`src/rtl/cop_pkg.sv`:
```
// Shared types for the coprocessor claim unit.
// Assumes a 32-bit instruction word with a 3-bit class in the top bits.
package cop_pkg;
    localparam int WORD_W = 32;
    localparam int CLS_N  = 5;
    localparam int CMD_W  = 30;

    typedef enum logic [2:0] {
        CLS_CDP = 3'd0,
        CLS_LDC = 3'd1,
        CLS_STC = 3'd2,
        CLS_MCR = 3'd3,
        CLS_MRC = 3'd4
    } cls_e;

    typedef struct packed {
        logic [CLS_N-1:0] cls_oh;
        logic [3:0]       op;
        logic [3:0]       cnt;
        logic [3:0]       rd;
        logic [3:0]       rn;
        logic [8:0]       offs;
    } cmd_t;
endpackage

```
`src/rtl/cop_decode.sv`:
```
// Combinational decoder: checks the class, the accelerator index and the
// operation number of a bus word, and builds the control vector.
// Assumes the word is stable for the whole cycle in which it is sampled.
module cop_decode
    import cop_pkg::*;
#(
    parameter logic [3:0]  UNIT_ID = 4'd5,
    parameter logic [15:0] OP_MASK = 16'h00FF
) (
    input  logic [WORD_W-1:0] word,
    output logic              hit,
    output cmd_t              cmd
);
    logic [2:0] cls_f;
    logic [3:0] idx_f;
    logic [3:0] op_f;
    logic       cls_ok;

    assign cls_f = word[31:29];
    assign idx_f = word[28:25];
    assign op_f  = word[24:21];

    // Class one-hot: one comparator per known class
    for (genvar c = 0; c < CLS_N; c++) begin : g_cls
        assign cmd.cls_oh[c] = (cls_f == 3'(c));
    end

    // Field extraction and the overall acceptance decision
    always_comb begin
        cls_ok   = |cmd.cls_oh;
        cmd.op   = op_f;
        cmd.cnt  = word[20:17];
        cmd.rd   = word[16:13];
        cmd.rn   = word[12:9];
        cmd.offs = word[8:0];
        hit      = cls_ok && (idx_f == UNIT_ID) && OP_MASK[op_f];
    end
endmodule

```
`src/rtl/cop_fifo.sv`:
```
// Command queue: DEPTH entries, single push and single pop per cycle.
// Assumes the caller never pushes into a full queue unless it pops on the same edge,
// and never pops an empty queue.
module cop_fifo #(
    parameter int W     = 30,
    parameter int DEPTH = 4
) (
    input  logic         clk,
    input  logic         rst_n,
    input  logic         push,
    input  logic [W-1:0] din,
    input  logic         pop,
    output logic [W-1:0] dout,
    output logic         full,
    output logic         empty
);
    localparam int AW = (DEPTH > 1) ? $clog2(DEPTH) : 1;
    localparam int CW = $clog2(DEPTH + 1);
    localparam logic [AW-1:0] LAST = AW'(DEPTH - 1);

    logic [W-1:0]  mem [DEPTH];
    logic [AW-1:0] wr_ptr, rd_ptr;
    logic [CW-1:0] count;

    assign full  = (count == CW'(DEPTH));
    assign empty = (count == '0);
    assign dout  = mem[rd_ptr];

    // Storage write on push
    always_ff @(posedge clk) begin
        if (push) mem[wr_ptr] <= din;
    end

    // Pointer and occupancy update
    always_ff @(posedge clk) begin
        if (!rst_n) begin
            wr_ptr <= '0;
            rd_ptr <= '0;
            count  <= '0;
        end else begin
            if (push) wr_ptr <= (wr_ptr == LAST) ? '0 : wr_ptr + 1'b1;
            if (pop)  rd_ptr <= (rd_ptr == LAST) ? '0 : rd_ptr + 1'b1;
            if (push && !pop)      count <= count + 1'b1;
            else if (pop && !push) count <= count - 1'b1;
        end
    end

    AST_NO_OVERFLOW: assert property (@(posedge clk) disable iff (!rst_n) push |-> (!full || pop));
    AST_NO_UNDERFLOW: assert property (@(posedge clk) disable iff (!rst_n) pop |-> !empty);
    AST_COUNT_BOUND: assert property (@(posedge clk) disable iff (!rst_n) count <= CW'(DEPTH));
endmodule

```
`src/rtl/cop_reply.sv`:
```
// Handshake replies to the core: registers the absent and busy answers
// and tells the top when a requested word is taken.
// Assumes the core keeps the word and the request in place while busy is high.
module cop_reply (
    input  logic clk,
    input  logic rst_n,
    input  logic req,
    input  logic hit,
    input  logic room,
    output logic take,
    output logic rep_absent,
    output logic rep_busy
);
    // A valid request is taken when a slot is free
    assign take = req && hit && room;

    // Reply registers, valid in the cycle after the strobe
    always_ff @(posedge clk) begin
        if (!rst_n) begin
            rep_absent <= 1'b0;
            rep_busy   <= 1'b0;
        end else begin
            rep_absent <= req && !hit;
            rep_busy   <= req && hit && !room;
        end
    end

    AST_REPLY_EXCL: assert property (@(posedge clk) disable iff (!rst_n) !(rep_absent && rep_busy));
    AST_ABSENT_MISS: assert property (@(posedge clk) disable iff (!rst_n) (req && !hit) |=> rep_absent);
    AST_TAKE_CLEAR: assert property (@(posedge clk) disable iff (!rst_n) take |=> (!rep_busy && !rep_absent));
endmodule

```
`src/rtl/cop_claim.sv`:
```
// Top of the coprocessor claim unit: decode, handshake reply and command queue.
// Assumes a synchronous active-low reset and a single clock domain.
module cop_claim #(
    parameter logic [3:0]  UNIT_ID = 4'd5,
    parameter logic [15:0] OP_MASK = 16'h00FF,
    parameter int          DEPTH   = 4
) (
    input  logic                     clk,
    input  logic                     rst_n,
    input  logic                     cop_req_n,
    input  logic [31:0]              bus_word,
    input  logic                     acc_busy,
    output logic                     rep_absent,
    output logic                     rep_busy,
    output logic                     cmd_valid,
    output logic [cop_pkg::CMD_W-1:0] cmd_vec
);
    import cop_pkg::*;

    cmd_t             dec_cmd;
    logic             dec_hit;
    logic             q_full, q_empty, q_pop, take, room;
    logic [CMD_W-1:0] q_head;

    cop_decode #(.UNIT_ID(UNIT_ID), .OP_MASK(OP_MASK)) u_dec (
        .word (bus_word),
        .hit  (dec_hit),
        .cmd  (dec_cmd)
    );

    // Release the head whenever something is stored and the accelerator is idle
    assign q_pop = !q_empty && !acc_busy;
    // A slot leaving on this edge counts as free
    assign room  = !q_full || q_pop;

    cop_reply u_rep (
        .clk        (clk),
        .rst_n      (rst_n),
        .req        (!cop_req_n),
        .hit        (dec_hit),
        .room       (room),
        .take       (take),
        .rep_absent (rep_absent),
        .rep_busy   (rep_busy)
    );

    cop_fifo #(.W(CMD_W), .DEPTH(DEPTH)) u_q (
        .clk   (clk),
        .rst_n (rst_n),
        .push  (take),
        .din   (dec_cmd),
        .pop   (q_pop),
        .dout  (q_head),
        .full  (q_full),
        .empty (q_empty)
    );

    // Output register toward the sequencer
    always_ff @(posedge clk) begin
        if (!rst_n) begin
            cmd_valid <= 1'b0;
            cmd_vec   <= '0;
        end else begin
            cmd_valid <= q_pop;
            if (q_pop) cmd_vec <= q_head;
        end
    end

    AST_HOLD_RELEASE: assert property (@(posedge clk) disable iff (!rst_n) acc_busy |=> !cmd_valid);
    AST_IDLE_QUIET: assert property (@(posedge clk) disable iff (!rst_n) cop_req_n |=> (!rep_absent && !rep_busy));
    AST_VEC_ONEHOT: assert property (@(posedge clk) disable iff (!rst_n) cmd_valid |-> $onehot(cmd_vec[29:25]));
endmodule

```
`config.mk`:
```
export PLATFORM = sky130hd
export DESIGN_NAME = cop_claim
export DESIGN_NICKNAME = d
export VERILOG_FILES = /design/src/rtl/cop_pkg.sv /design/src/rtl/cop_decode.sv /design/src/rtl/cop_fifo.sv /design/src/rtl/cop_reply.sv /design/src/rtl/cop_claim.sv
export SDC_FILE = /design/constraint.sdc
export NUM_CORES = 1
export LEC_CHECK = 0
export ABC_AREA = 0
export BUFFER_PORTS_ARGS = -buffer_cell sky130_fd_sc_hd__buf_4
export CAP_MARGIN = 20
export CELL_PAD_IN_SITES_DETAIL_PLACEMENT = 1
export CELL_PAD_IN_SITES_GLOBAL_PLACEMENT = 1
export CORE_MARGIN = 2
export CORE_UTILIZATION = 40
export CTS_CLUSTER_SIZE = 40
export DETAILED_ROUTE_END_ITERATION = 10
export GPL_ROUTABILITY_DRIVEN = 0
export PLACE_DENSITY = 0.74
export SYNTH_ARGS = -nofsm -noshare
export SYNTH_HDL_FRONTEND = slang
export SYNTH_SLANG_ARGS = --single-unit
```
`constraint.sdc`:
```
create_clock -name clk -period 2.5 [get_ports clk]
set_clock_uncertainty 0.2 [all_clocks]
set_input_delay 0.125 -clock clk [delete_from_list [all_inputs] [get_ports clk]]
set_output_delay 0.125 -clock clk [all_outputs]
set_load 0.03 [all_outputs]
```
# ---- Word level (Yosys, flattened, before mapping)
# Memory sizes are Yosys's and may differ from the RTL's. A register that Yosys moved wholly into a read port is not among the register bits.
# Index checks and enable logic that the tools add are counted.
dict set report op_classes {
  eq_ne 8
  n_reduce_logical 23
  add_sub_neg 4
  mux 7
  order_cmp 1
}
# op count
set ops {}
lappend ops {{1-bit logical AND} 9}
lappend ops {{1-bit logical NOT} 9}
lappend ops {{3-bit by 2-bit equality test with 1-bit output (second input constant)} 2}
lappend ops {{3-bit equality test (second input constant)} 2}
lappend ops {{3-bit logical NOT} 2}
lappend ops {{3-bit two-way mux} 2}
lappend ops {{4-bit by 5-bit less-than comparator with 1-bit output (second input constant)} 1}
lappend ops {{5-bit OR reduction} 1}
lappend ops {{2-bit by 1-bit adder with 2-bit output (second input constant)} 2}
lappend ops {{2-bit equality test (second input constant)} 2}
lappend ops {{4-bit by 3-bit equality test with 1-bit output (second input constant)} 1}
lappend ops {{2-bit two-way mux} 2}
lappend ops {{3-bit by 1-bit adder with 3-bit output (second input constant)} 1}
lappend ops {{3-bit by 1-bit equality test with 1-bit output (second input constant)} 1}
lappend ops {{1-bit two-way mux} 3}
lappend ops {{3-bit by 1-bit subtractor with 3-bit output (second input constant)} 1}
lappend ops {{2-bit nonzero test} 1}
lappend ops {{1-bit logical OR} 1}
dict set report totals {
  inputBits 36
  ramBits 120
  word_cells 51
  regBits 10
  output_inout_bits 33
  n_memories 2
  mem_bits_ro 16
}
# memory depth word_bits read_ports rd_clocked_by_memory_dff write_ports line
set mem_list {}
lappend mem_list {u_q.mem 4 30 1 1 1 cop_fifo.sv:21} ;# logic [W-1:0] mem [DEPTH];
lappend mem_list {{(no name shown)} 16 1 1 0 0 cop_decode.sv:36} ;# hit = cls_ok && (idx_f == UNIT_ID) && OP_MASK[op_f];

# ---- Longest topological paths before layout
# Gate-level depths: netlist of the first run.
dict set report depth {
  word_depth 10
  depth_mapped 9
  mapped_depth_nobuf 9
}

# ---- Cells and area by module
# Synthesis of the first run repeated with hierarchy kept, for this count alone.
dict set report hier_totals {
  hier_cells 380
  hier_area_um2 6463.7
}
# module area_each_um2 instances cells_per_inst
set modules_own_cells {}
lappend modules_own_cells {cop_fifo 4785.8 1 200}
lappend modules_own_cells {cop_claim 1337.5 1 142}
lappend modules_own_cells {cop_decode 274.0 1 33}
lappend modules_own_cells {cop_reply 66.3 1 5}

# ---- Worst setup path after synthesis of the first run
# OpenSTA, ideal clock, no wires.
dict set report synth_timing {
  path_type {input-to-reg}
  from {input bus_word[26]}
  to {register u_q.count[2]}
  setup_time_ns 0.070
  slack_ns 0.211
  stages 9
  arrival_ns 2.019
  cell_sequence {nor3b_1 and4b_1 nor3b_4 ha_1 inv_1 fa_1 xor2_1 or3_1 a21oi_1}
}
dict set report synth_via {
  elab_chain_cells 8
  word_cells_on_any_way 10
}
# element line
set synth_rtl {}
lappend synth_rtl {{start: declaration} cop_claim.sv:11} ;# input logic [31:0] bus_word,
lappend synth_rtl {{4-bit by 3-bit equality test with 1-bit output (*)} cop_decode.sv:36}
lappend synth_rtl {{1-bit logical AND (*) (2 in a row)} cop_decode.sv:36}
lappend synth_rtl {{1-bit logical AND (*) (2 in a row)} cop_reply.sv:15} ;# assign take = req && hit && room;
lappend synth_rtl {{via take} cop_claim.sv:22} ;# logic q_full, q_empty, q_pop, take, room;
lappend synth_rtl {{1-bit logical NOT} cop_fifo.sv:44} ;# else if (pop && !push) count <= count - 1'b1;
lappend synth_rtl {{1-bit logical AND} cop_fifo.sv:44}
lappend synth_rtl {{2-bit nonzero test (no source line)} --}
lappend synth_rtl {{end signal: assignment} cop_fifo.sv:43} ;# if (push && !pop) count <= count + 1'b1;
lappend synth_rtl {{end signal: assignment} cop_fifo.sv:44}
lappend synth_rtl {{end: declaration} cop_fifo.sv:23} ;# logic [CW-1:0] count;
# The timed path passes the listed nets; every way through them passes the cells marked *.
# A chain may end at the register's enable or synchronous reset.

# ---- Worst setup path after layout of the first run
dict set report layout_timing {
  from {input bus_word[24]}
  to {register u_q.count[2]}
}
dict set report layout_via {
  elab_chain_cells 8
  word_cells_on_any_way 10
}
# element line
set layout_rtl {}
lappend layout_rtl {{memory read 16 x 1 bit (*)} --}
lappend layout_rtl {{1-bit two-way mux (not written as such) (*)} cop_decode.sv:36}
lappend layout_rtl {{1-bit logical AND (*)} cop_decode.sv:36}
lappend layout_rtl {{1-bit logical AND (*) (2 in a row)} cop_reply.sv:15}
lappend layout_rtl {{via take} cop_claim.sv:22}
lappend layout_rtl {{1-bit logical NOT} cop_fifo.sv:44}
lappend layout_rtl {{1-bit logical AND} cop_fifo.sv:44}
lappend layout_rtl {{2-bit nonzero test (no source line)} --}
# The timed path passes the listed nets; every way through them passes the cells marked *. The select of a mux whose other input is x is not followed.

==> reports/metrics.yaml, run 1 <==
min_path:
  hold_path.class: "in2reg"
synthesis:
  synth-seq-area-share_pct: 75.65
  synth_cell_types: 27
  syn_inst: 286
  synth_edf_count: 120
  syn-cell-area_um2: 5822
  avgSynthCellArea_um2: 20.36
  syn_nets: 329
  yosys_warnings: 0
  async_flop_share_pct: 0
  synth_ff_type: "edfxtp_1"
  ys_top_cells_by_area: "edfxtp_1 62%, dfxtp_1 14%, mux4_2 11%, a22o_1 4.5%, ha_1 1.3%"
  netlist.area_leader.share_pct: 61.90
  synth-seq-cells: 160
  yosysTopAreaCell: "edfxtp_1"
global_routing:
  met3_usage_pct: 4.038
  grt_max_degree: 31
  grt_first_pass_wirelength_um: 19370
  gr-total-overflow: 0
  grt_util_all_layers_pct: 16.83
  antenna_found_initial: 0
  use_met2_pct: 29.80
  grt_pass1_vias: 3409
  met1_usage_pct: 19.69
  grt-busiest-layer: "met2"
clock_tree:
  clock_latency_ps: 420
  cts.reportedPaths.clkPinSlew_ps: 60
  htree_levels: 4
  cts_root_buffer: "clkbuf_16"
  numCtsBuffers: 17
  cts_tree: "built"
  clk_path_buf_depth: 2
  cts.sinks: 160
timing:
  fmax_ghz: 0.4136
  finalCritPeriodShare_pct: 96.70
  rsz0062_at_grt: "false"
  slew_viol_final: 0
  setup_viol: 0
  relSlewSlack_pct: 61.68
  setup-tns-final_ps: 0
  worstMarginPinSlew_ps: 573.6
  finalHoldViolCount: 0
  finalCriticalPeriod_ps: 2418
finish:
  layout.nets: 456
  fin_cells: 610
  utilization_pct: 53.20
  antenna_cells: 0
  drive_above_1_share_pct: 37.09
  area_delta_synth_final_pct: 31.31
  n_fill_cell: 1309
run_status:
  status: "complete, no violations"
detailed_routing:
  drc: 0
  first_pass_iters: 4
  vias: 3110
  drt_iter0_markers: 144
  final_antenna_net_count: 0
  viasPerCell: 5.098
  wl_per_cell_um: 20.10
  routed_wl_um: 12260
power_and_ir_drop:
  total_power_mw: 7.588
  p_leak_nw: 2.731
  p_per_area_nw_per_um2: 992.5
  vdd_ir_drop_max_v: 0.0005212
setup_path:
  cp-end-kind: "flop"
  crit_path_top_delay_cell: "dlygate4sd3_1"
  path_delay_family: "simple AND/OR/NAND/NOR gates"
  worstPathCellList: "dlygate4sd3_1 > buf_4 > and4b_1 > nor3b_4 > ha_2 > inv_1 > fa_1 > xor2_1 > or3_1 > a21oi_1"
  cp.arrival_ps: 2570
  path_class: "in2reg"
  critPathRequiredTime_ps: 2650
  cp-start-kind: "input pin"
  worstPathMaxFanout: 5
  worst_path_largest_cell_delay_ps: 540
  crit_buf_inv: 3
floorplan:
  fp.coreArea_um2: 14370
  fp.dieH_um: 124.6
  start_util_pct: 40.52
  core.rowCount: 44
  die_w_um: 124.6
  dieArea_um2: 15540
  io_pins: 69
job:
  maxCapViolCount: 0
placement:
  place_hpwl_um: 7243
  port_buffers: 68
  placed_cells: 542
worst reg2reg max path: cells and delay by family, from the launching register on:
family                   cells  cell delay (ps)
AO/OA/AOI/OAI                1              150
AND/OR/NAND/NOR              3              670
adder cells (fa/ha/maj)      2              600
buffers and inverters        1               50
XOR/XNOR                     1              180
flip-flops                   1              440
Yosys cell counts (all sizes together) (5+ instances only):
library cell and n:
nor2 6, ha 6, dfxtp 40, buf 8, a22o 30, edfxtp 120
mux4 30, nand2 5, clkbuf 5, nor3b 5, nor3 5, inv 5
where the power goes:
| group | switching, mW | total [mW] | leakage [nW] | internal (mW) |
|---|---|---|---|---|
| logic | 0.867 | 1.69 | 1.03 | 0.823 |
| registers | 0.184 | 3.23 | 1.41 | 3.04 |
| clock network | 1.09 | 2.67 | 0.291 | 1.59 |
| total | 2.14 | 7.59 | 2.73 | 5.45 |
routing by layer:
metal | vias up | wire, um
met5 | - | 0
met4 | 0 | 172
met3 | 17 | 435
met2 | 70 | 6500
met1 | 1606 | 5153
li1 | 1417 | -
flip-flops by register name, summed over array words and instances, names as in the netlist:
register	cells
u_q.count	3
u_q.rd_ptr	2
u_rep.rep_busy	1
u_q.wr_ptr	2
cmd_valid	1
cmd_vec	30
u_q.mem	120
u_rep.rep_absent	1
layout by cell type (no fill, tap or decap), types with 3 or more instances in the layout:
| cell | n |
|---|---|
| buf_4 | 83 |
| a22o_1 | 30 |
| dlygate4sd3_1 | 34 |
| edfxtp_1 | 120 |
| ha_1 | 5 |
| clkinvlp_4 | 3 |
| nor3_1 | 3 |
| mux2i_1 | 4 |
| bufinv_16 | 3 |
| and2_2 | 4 |
| dfxtp_1 | 38 |
| mux4_2 | 28 |
| clkbuf_16 | 17 |
| nor2_1 | 5 |
| nand2_1 | 5 |
| buf_12 | 4 |
| nor3b_1 | 4 |
| inv_1 | 4 |
cells by family after synthesis:
group	synth area share (%)
and+or+nand+nor	3.288
xor gates and xnor gates	0.3009
AOI/OAI and AO/OA	4.943
DFF	75.65
buffers and inverters	1.762
muxes	12.42
adders and majority gates	1.633
worst paths after layout:
kind           startpoint        endpoint  slack [ps]  cells after the start
max          bus_word[24]    u_q.count[2]          80                     10
min          bus_word[27]  u_rep.rep_busy         150                      4
max reg2reg  u_q.count[0]    u_q.count[2]         150                      8
min reg2reg   cmd_vec[19]     cmd_vec[19]         280                      1
repair_timing:
action | CTS | global route
hold buffers | 34 | 0
setup endpoints to repair | 0 | 1
setup buffers | 0 | 2
hold endpoints to repair | 134 | 0
gates resized for setup | 0 | 1
cell type report:
type / count / area (um2) / share of cell area, %
clock buffer: 17 / 425.4 / 5.565
inverter: 5 / 18.77 / 0.2455
sequential: 160 / 4407 / 57.64
timing repair buffer: 121 / 1044 / 13.65
tap: 184 / 230.2 / 3.011
clock inverter: 15 / 183.9 / 2.406
multi-input combinational: 108 / 1336 / 17.48
metrics by stage:
step	cell area, um2	setup WS [ps]	hold WS, ps
after global placement	6678	160.3	124.6
after CTS	7627	54.52	37.89
after floorplan	5822	211.1	4.311
after detailed placement	6678	25.55	128.7
after global routing	7645	19.06	167.4
final	7645	82.45	148.3
Power figures use the tool's default switching activity.
==> run 2, diff against run 1 <==
--- a/config.mk
+++ b/config.mk
@@ -12,9 +12,11 @@
 export CELL_PAD_IN_SITES_GLOBAL_PLACEMENT = 1
 export CORE_MARGIN = 2
 export CORE_UTILIZATION = 40
+export CTS_BUF_LIST = sky130_fd_sc_hd__clkbuf_8
 export CTS_CLUSTER_SIZE = 40
 export DETAILED_ROUTE_END_ITERATION = 10
 export GPL_ROUTABILITY_DRIVEN = 0
+export GPL_TIMING_DRIVEN = 0
 export PLACE_DENSITY = 0.74
 export SYNTH_ARGS = -nofsm -noshare
 export SYNTH_HDL_FRONTEND = slang
==> run 2 against run 1 <==
Compared with the run above:
- flip-flop and latch count is the same
- critical endpoint unchanged
- power down 11%
- core utilization decreased by 2.1 points
- fmax up 0.73%
- final cell count decreased by 0.33%
- sequential share of layout area grew 2.4 points
- worst hold slack better by 69 ps
- die area unchanged
==> reports/metrics.yaml, run 2 (same netlist as run 1, synthesis figures left out) <==
placement:
  placed_area_um2: 6568
  placed_cells: 538
  place_hpwl_um: 7212
  port_buffers: 68
global_routing:
  gr-total-overflow: 0
  grt_max_degree: 31
  grt_first_pass_wirelength_um: 18990
  grt_pass1_vias: 3523
  antenna_found_initial: 0
  grt_util_all_layers_pct: 16.40
finish:
  top_regs: "u_q.mem (120), cmd_vec (30), u_q.count (3)"
  drive_above_1_share_pct: 34.91
  regArea_um2: 4405
  final_cell_mix: "120 x edfxtp_1, 72 x buf_4, 39 x dfxtp_1, 34 x dlygate4sd3_1, 30 x a22o_1"
  fin_cells: 608
  largest_reg_flops: 120
  antenna_cells: 0
  utilization_pct: 51.07
  n_fill_cell: 1355
  area_delta_synth_final_pct: 26.05
  layout.nets: 454
  final_common_cell: "edfxtp_1"
  final_area_um2: 7338
  multi_input_area_um2: 1331
  largest_register: "u_q.mem"
clock_tree:
  cts_root_buffer: "clkbuf_8"
  cts.sinks: 160
  htree_levels: 4
  numCtsBuffers: 17
  cts_tree: "built"
  clock_latency_ps: 440
  cts.reportedPaths.clkPinSlew_ps: 90
  clk_path_buf_depth: 2
floorplan:
  fp.dieH_um: 124.6
  start_util_pct: 40.52
  dieArea_um2: 15540
  die_w_um: 124.6
  io_pins: 69
  fp.coreArea_um2: 14370
  core.rowCount: 44
power_and_ir_drop:
  p_per_area_nw_per_um2: 918.1
  internal-power_mw: 4.751
  p_leak_nw: 2.589
  vdd_ir_drop_max_v: 0.0004235
  netSwitchingPower_mw: 1.987
  clkPwrFrac_pct: 27.5
  switching_share_pct: 29.49
  combPwrFrac_pct: 25.2
  pwr-share-seq_pct: 47.3
  total_power_mw: 6.737
min_path:
  hold_path.class: "in2reg"
  hold_path_end: "u_q.mem[3][20]"
  hold_start: "bus_word[20]"
  hold_depth: 2
setup_path:
  reg2reg_depth: 8
  worstPathMaxFanout: 6
  r2r_start: "u_q.count[1]"
  path_class: "in2reg"
  cp-start-kind: "input pin"
  r2r_slack_ps: 160
  cp-end-kind: "flop"
  cp.arrival_ps: 2580
  critPathRequiredTime_ps: 2680
  r2r-end: "u_q.count[2]"
detailed_routing:
  wl_per_cell_um: 19.41
  first_pass_iters: 4
  vias: 3058
  viasPerCell: 5.030
  final_antenna_net_count: 0
  routed_wl_um: 11800
  drt_iter0_markers: 208
  drc: 0
job:
  maxCapViolCount: 0
timing:
  finalCriticalPeriod_ps: 2400
  slew_viol_final: 0
  relSlewSlack_pct: 40.17
  fmax_ghz: 0.4167
  finalCritPeriodShare_pct: 96.00
  worstMarginPinSlew_ps: 897.5
  setup_viol: 0
  whs_ps: 217.1
  rsz0062_at_grt: "false"
  finalHoldViolCount: 0
run_status:
  status: "complete, no violations"
run 2: cell count changes in the layout (fill, tap and decap cells not counted), moves of 2 or more:
cell       change
clkbuf_8      +18
clkinv_1       +2
clkbuf_1       +5
buf_2          +4
clkinv_4       +2
clkbuf_16     -17
inv_8          -2
buf_12         -4
buf_6          +4
buf_4         -11
run 2: layout make-up:
| cell class | instances | share of cell area [%] |
|---|---|---|
| sequential | 160 | 60.03 |
| multi-input combinational | 108 | 18.14 |
| timing repair buffer | 106 | 12.00 |
| clock buffer | 18 | 3.376 |
| tap | 184 | 3.137 |
| clock inverter | 14 | 1.910 |
| buffer | 13 | 1.142 |
| inverter | 5 | 0.2558 |
run 2: worst max path at each step:
| stage | endpoint | slack, ps | start | cells past startpoint |
|---|---|---|---|---|
| floorplan | u_q.count[2] | 210 | bus_word[26] | 9 |
| global placement | u_q.mem[3][12] | -570 | bus_word[30] | 5 |
| detailed placement | u_q.count[2] | -120 | bus_word[30] | 10 |
| CTS | u_q.count[2] | 60 | bus_word[31] | 11 |
| global route | u_q.mem[1][8] | 2 | bus_word[31] | 7 |
| finish | u_q.count[2] | 100 | bus_word[31] | 11 |
run 2: power by group through the flow:
stage | Combinational (mW) | Sequential, mW | Clock, mW
after detailed placement | 1.67 | 3.23 | 0
after floorplan | 0.845 | 3.50 | 0
after global placement | 1.61 | 3.23 | 0
after CTS | 1.72 | 3.18 | 1.89
final | 1.70 | 3.18 | 1.85
after global routing | 1.83 | 3.22 | 2.00
run 2: metal layers:
layer	wire length (um)	global-route usage, %	share of wire [%]
met5	0	0	0
met1	5002	20.06	42
met2	6231	28.16	53
met3	443	4.596	3.8
met4	122	5.486	1.0
run 2: worst max-delay path: stages:
cell           delay [ps]
dlygate4sd3_1         530
buf_4                 150
o21ai_1                70
and4b_1               250
nor3b_4               230
ha_2                  210
inv_1                  50
fa_2                  340
xor2_1                180
or3_1                 310
a21oi_1               130
run 2: what timing repair did:
action	CTS	global route
buffers inserted	2	2
hold endpoints to repair	131	0
gates resized for setup	0	4
endpoints found under the setup margin	1	1
hold buffers	34	0
pin swaps	1	2
run 2: per-stage QoR:
| step | worst slack [ps] | TNS (ps) |
|---|---|---|
| final | 99.94 | 0 |
| after global routing | 1.651 | 0 |
| after CTS | 56.64 | 0 |
| after detailed placement | -121.6 | -121.6 |
| after global placement | -570.4 | -65770 |
| after floorplan | 211.1 | 0 |
==> run 3, diff against run 2 <==
--- a/config.mk
+++ b/config.mk
@@ -17,7 +17,8 @@
 export DETAILED_ROUTE_END_ITERATION = 10
 export GPL_ROUTABILITY_DRIVEN = 0
 export GPL_TIMING_DRIVEN = 0
-export PLACE_DENSITY = 0.74
+export PLACE_DENSITY = 0.69
+export REMOVE_ABC_BUFFERS = 1
 export SYNTH_ARGS = -nofsm -noshare
 export SYNTH_HDL_FRONTEND = slang
 export SYNTH_SLANG_ARGS = --single-unit
==> constraint.sdc (replaced) <==
create_clock -name clk -period 2.05 [get_ports clk]
set_clock_uncertainty 0.2 [all_clocks]
set_input_delay 0.1025 -clock clk [delete_from_list [all_inputs] [get_ports clk]]
set_output_delay 0.1025 -clock clk [all_outputs]
set_load 0.03 [all_outputs]
==> run 3 against run 2 <==
Compared with the run above:
- first-iteration DRC count shrank 29%
- power rose by 21%
- sequential share of layout area increased by 0.061 points
- register-to-register slack worse by 320 ps
- worst hold slack got worse by 130 ps
- setup slack worse by 260 ps
- wire length decreased by 1.5%
- sequential power up 26%
- the run now ends with negative setup slack left
- clock power rose by 15%
==> reports/metrics.yaml, run 3 (same netlist as run 1, synthesis figures left out) <==
run_status:
  status: "finished, violations left"
  failed_checks: "negative setup slack"
timing:
  relSlewSlack_pct: 38.52
  fin_ws_ps: -161.0
  slew_viol_final: 0
  fmax_ghz: 0.4523
  finalCritPeriodShare_pct: 107.9
  worstMarginPinSlew_ps: 922.3
  rsz0062_at_grt: "true"
  finalCriticalPeriod_ps: 2211
  finalHoldViolCount: 0
  setup_viol: 31
finish:
  top_regs: "u_q.mem (120), cmd_vec (30), u_q.count (3)"
  drive_above_1_share_pct: 34.86
  largest_reg_flops: 120
  final_area_um2: 7356
  layout.nets: 446
  area_delta_synth_final_pct: 26.35
  utilization_pct: 51.19
  final_cell_mix: "120 x edfxtp_1, 72 x buf_4, 37 x dlygate4sd3_1, 35 x dfxtp_1, 30 x a22o_1"
  antenna_cells: 0
  largest_register: "u_q.mem"
  final_common_cell: "edfxtp_1"
global_routing:
  grt_first_pass_wirelength_um: 18820
  grt_max_degree: 33
  grt_pass1_vias: 3467
  gr-total-overflow: 0
  grt_util_all_layers_pct: 16.24
  antenna_found_initial: 0
detailed_routing:
  viasPerCell: 5.115
  routed_wl_um: 11630
  vias: 3069
  drc: 0
  drt_iter0_markers: 147
  wl_per_cell_um: 19.38
  final_antenna_net_count: 0
  first_pass_iters: 4
placement:
  placed_area_um2: 6548
  port_buffers: 68
  place_hpwl_um: 6355
floorplan:
  fp.dieH_um: 124.6
  fp.coreArea_um2: 14370
  core.rowCount: 44
  start_util_pct: 40.52
  die_w_um: 124.6
  dieArea_um2: 15540
  io_pins: 69
clock_tree:
  htree_levels: 4
  numCtsBuffers: 17
  cts_root_buffer: "clkbuf_8"
  clock_latency_ps: 440
  clk_path_buf_depth: 2
  cts.reportedPaths.clkPinSlew_ps: 80
  cts.sinks: 160
  cts_tree: "built"
min_path:
  hold_depth: 6
  hold_path.class: "in2reg"
setup_path:
  cp.depth: 9
  crit_path_top_delay_cell: "dfxtp_4"
  worstPathMaxFanout: 4
  cp.arrival_ps: 2380
  worst_path_largest_cell_delay_ps: 370
  critPathRequiredTime_ps: 2220
  path_delay_family: "simple AND/OR/NAND/NOR gates"
  crit_buf_inv: 1
  cp-start-kind: "flop"
  worstPathCellList: "nand2_4 > nor3_2 > nor3b_4 > ha_2 > inv_2 > fa_2 > xor2_1 > or3_1 > a21oi_1"
  reg2reg_depth: 9
  cp-end-kind: "flop"
  path_class: "reg2reg"
power_and_ir_drop:
  p_leak_nw: 2.607
  p_per_area_nw_per_um2: 1112
  vdd_ir_drop_max_v: 0.0004843
job:
  maxCapViolCount: 0
==> run 3: cell count changes in the layout (fill, tap and decap cells not counted), sizes merged <==
| cell | previous run | this run |
|---|---|---|
| clkbuf | 23 | 18 |
| clkinvlp | 2 | 1 |
| inv | 6 | 11 |
| clkinv | 9 | 5 |
| buf | 80 | 74 |
| dlygate4sd3 | 34 | 37 |
==> run 3: power by group <==
group | switching (mW) | internal [mW] | total [mW]
registers | 0.280 | 3.73 | 4.01
logic | 1.01 | 1.03 | 2.04
clock network | 1.06 | 1.07 | 2.13
total | 2.35 | 5.83 | 8.18
==> run 3: area by class of cell <==
cell class | count | area, um2
clock buffer | 18 | 247.7
clock inverter | 14 | 111.4
fill | 1313 | 7013
inverter | 5 | 18.77
multi-input combinational | 108 | 1369
sequential | 160 | 4420
tap | 184 | 230.2
timing repair buffer | 111 | 958.4
==> run 3: final timing paths <==
path / start / endpoint / slack, ps
hold / removal: acc_busy / u_q.count[0] / 90
setup reg to reg: u_q.count[2] / u_q.count[2] / -160
setup / recovery: u_q.count[2] / u_q.count[2] / -160
hold reg to reg: cmd_vec[3] / cmd_vec[3] / 290
==> run 3: worst register-to-register path, delay by kind of cell (launching register included) <==
family | cells | cell delay (ps)
AO/OA/AOI/OAI | 1 | 110
flip-flops | 1 | 370
AND/OR/NAND/NOR | 4 | 670
XOR/XNOR | 1 | 150
buffers and inverters | 1 | 40
adder cells (fa/ha/maj) | 2 | 600
==> run 3: what timing repair did <==
item | in CTS | in global routing
gates resized for setup | 15 | 4
hold endpoints to repair | 140 | 11
hold buffers | 36 | 1
pin swaps | 3 | 18
endpoints found under the setup margin | 152 | 152
buffers inserted | 2 | 2
==> run 3: metal layers <==
layer	vias up	share of wire, %	track usage, %
li1	1395	-	-
met3	14	4.4	4.940
met4	0	1.3	5.221
met2	69	52	27.71
met1	1591	43	19.83
met5	-	0	0
==> run 3: metrics by stage <==
| stage | TNS (ps) | setup slack (ps) | instances | total power, mW | hold WS, ps |
|---|---|---|---|---|---|
| floorplan | -32470 | -574.0 | 273 | 5.195 | -18.19 |
| global placement | -159030 | -1309 | 525 | 5.830 | 103.2 |
| detailed placement | -50030 | -528.0 | 527 | 5.957 | 105.6 |
| CTS | -16370 | -215.8 | 597 | 8.254 | -76.03 |
| global route | -5832 | -258.9 | 600 | 8.589 | 121.6 |
| finish | -1874 | -161.0 | 600 | 8.183 | 89.27 |
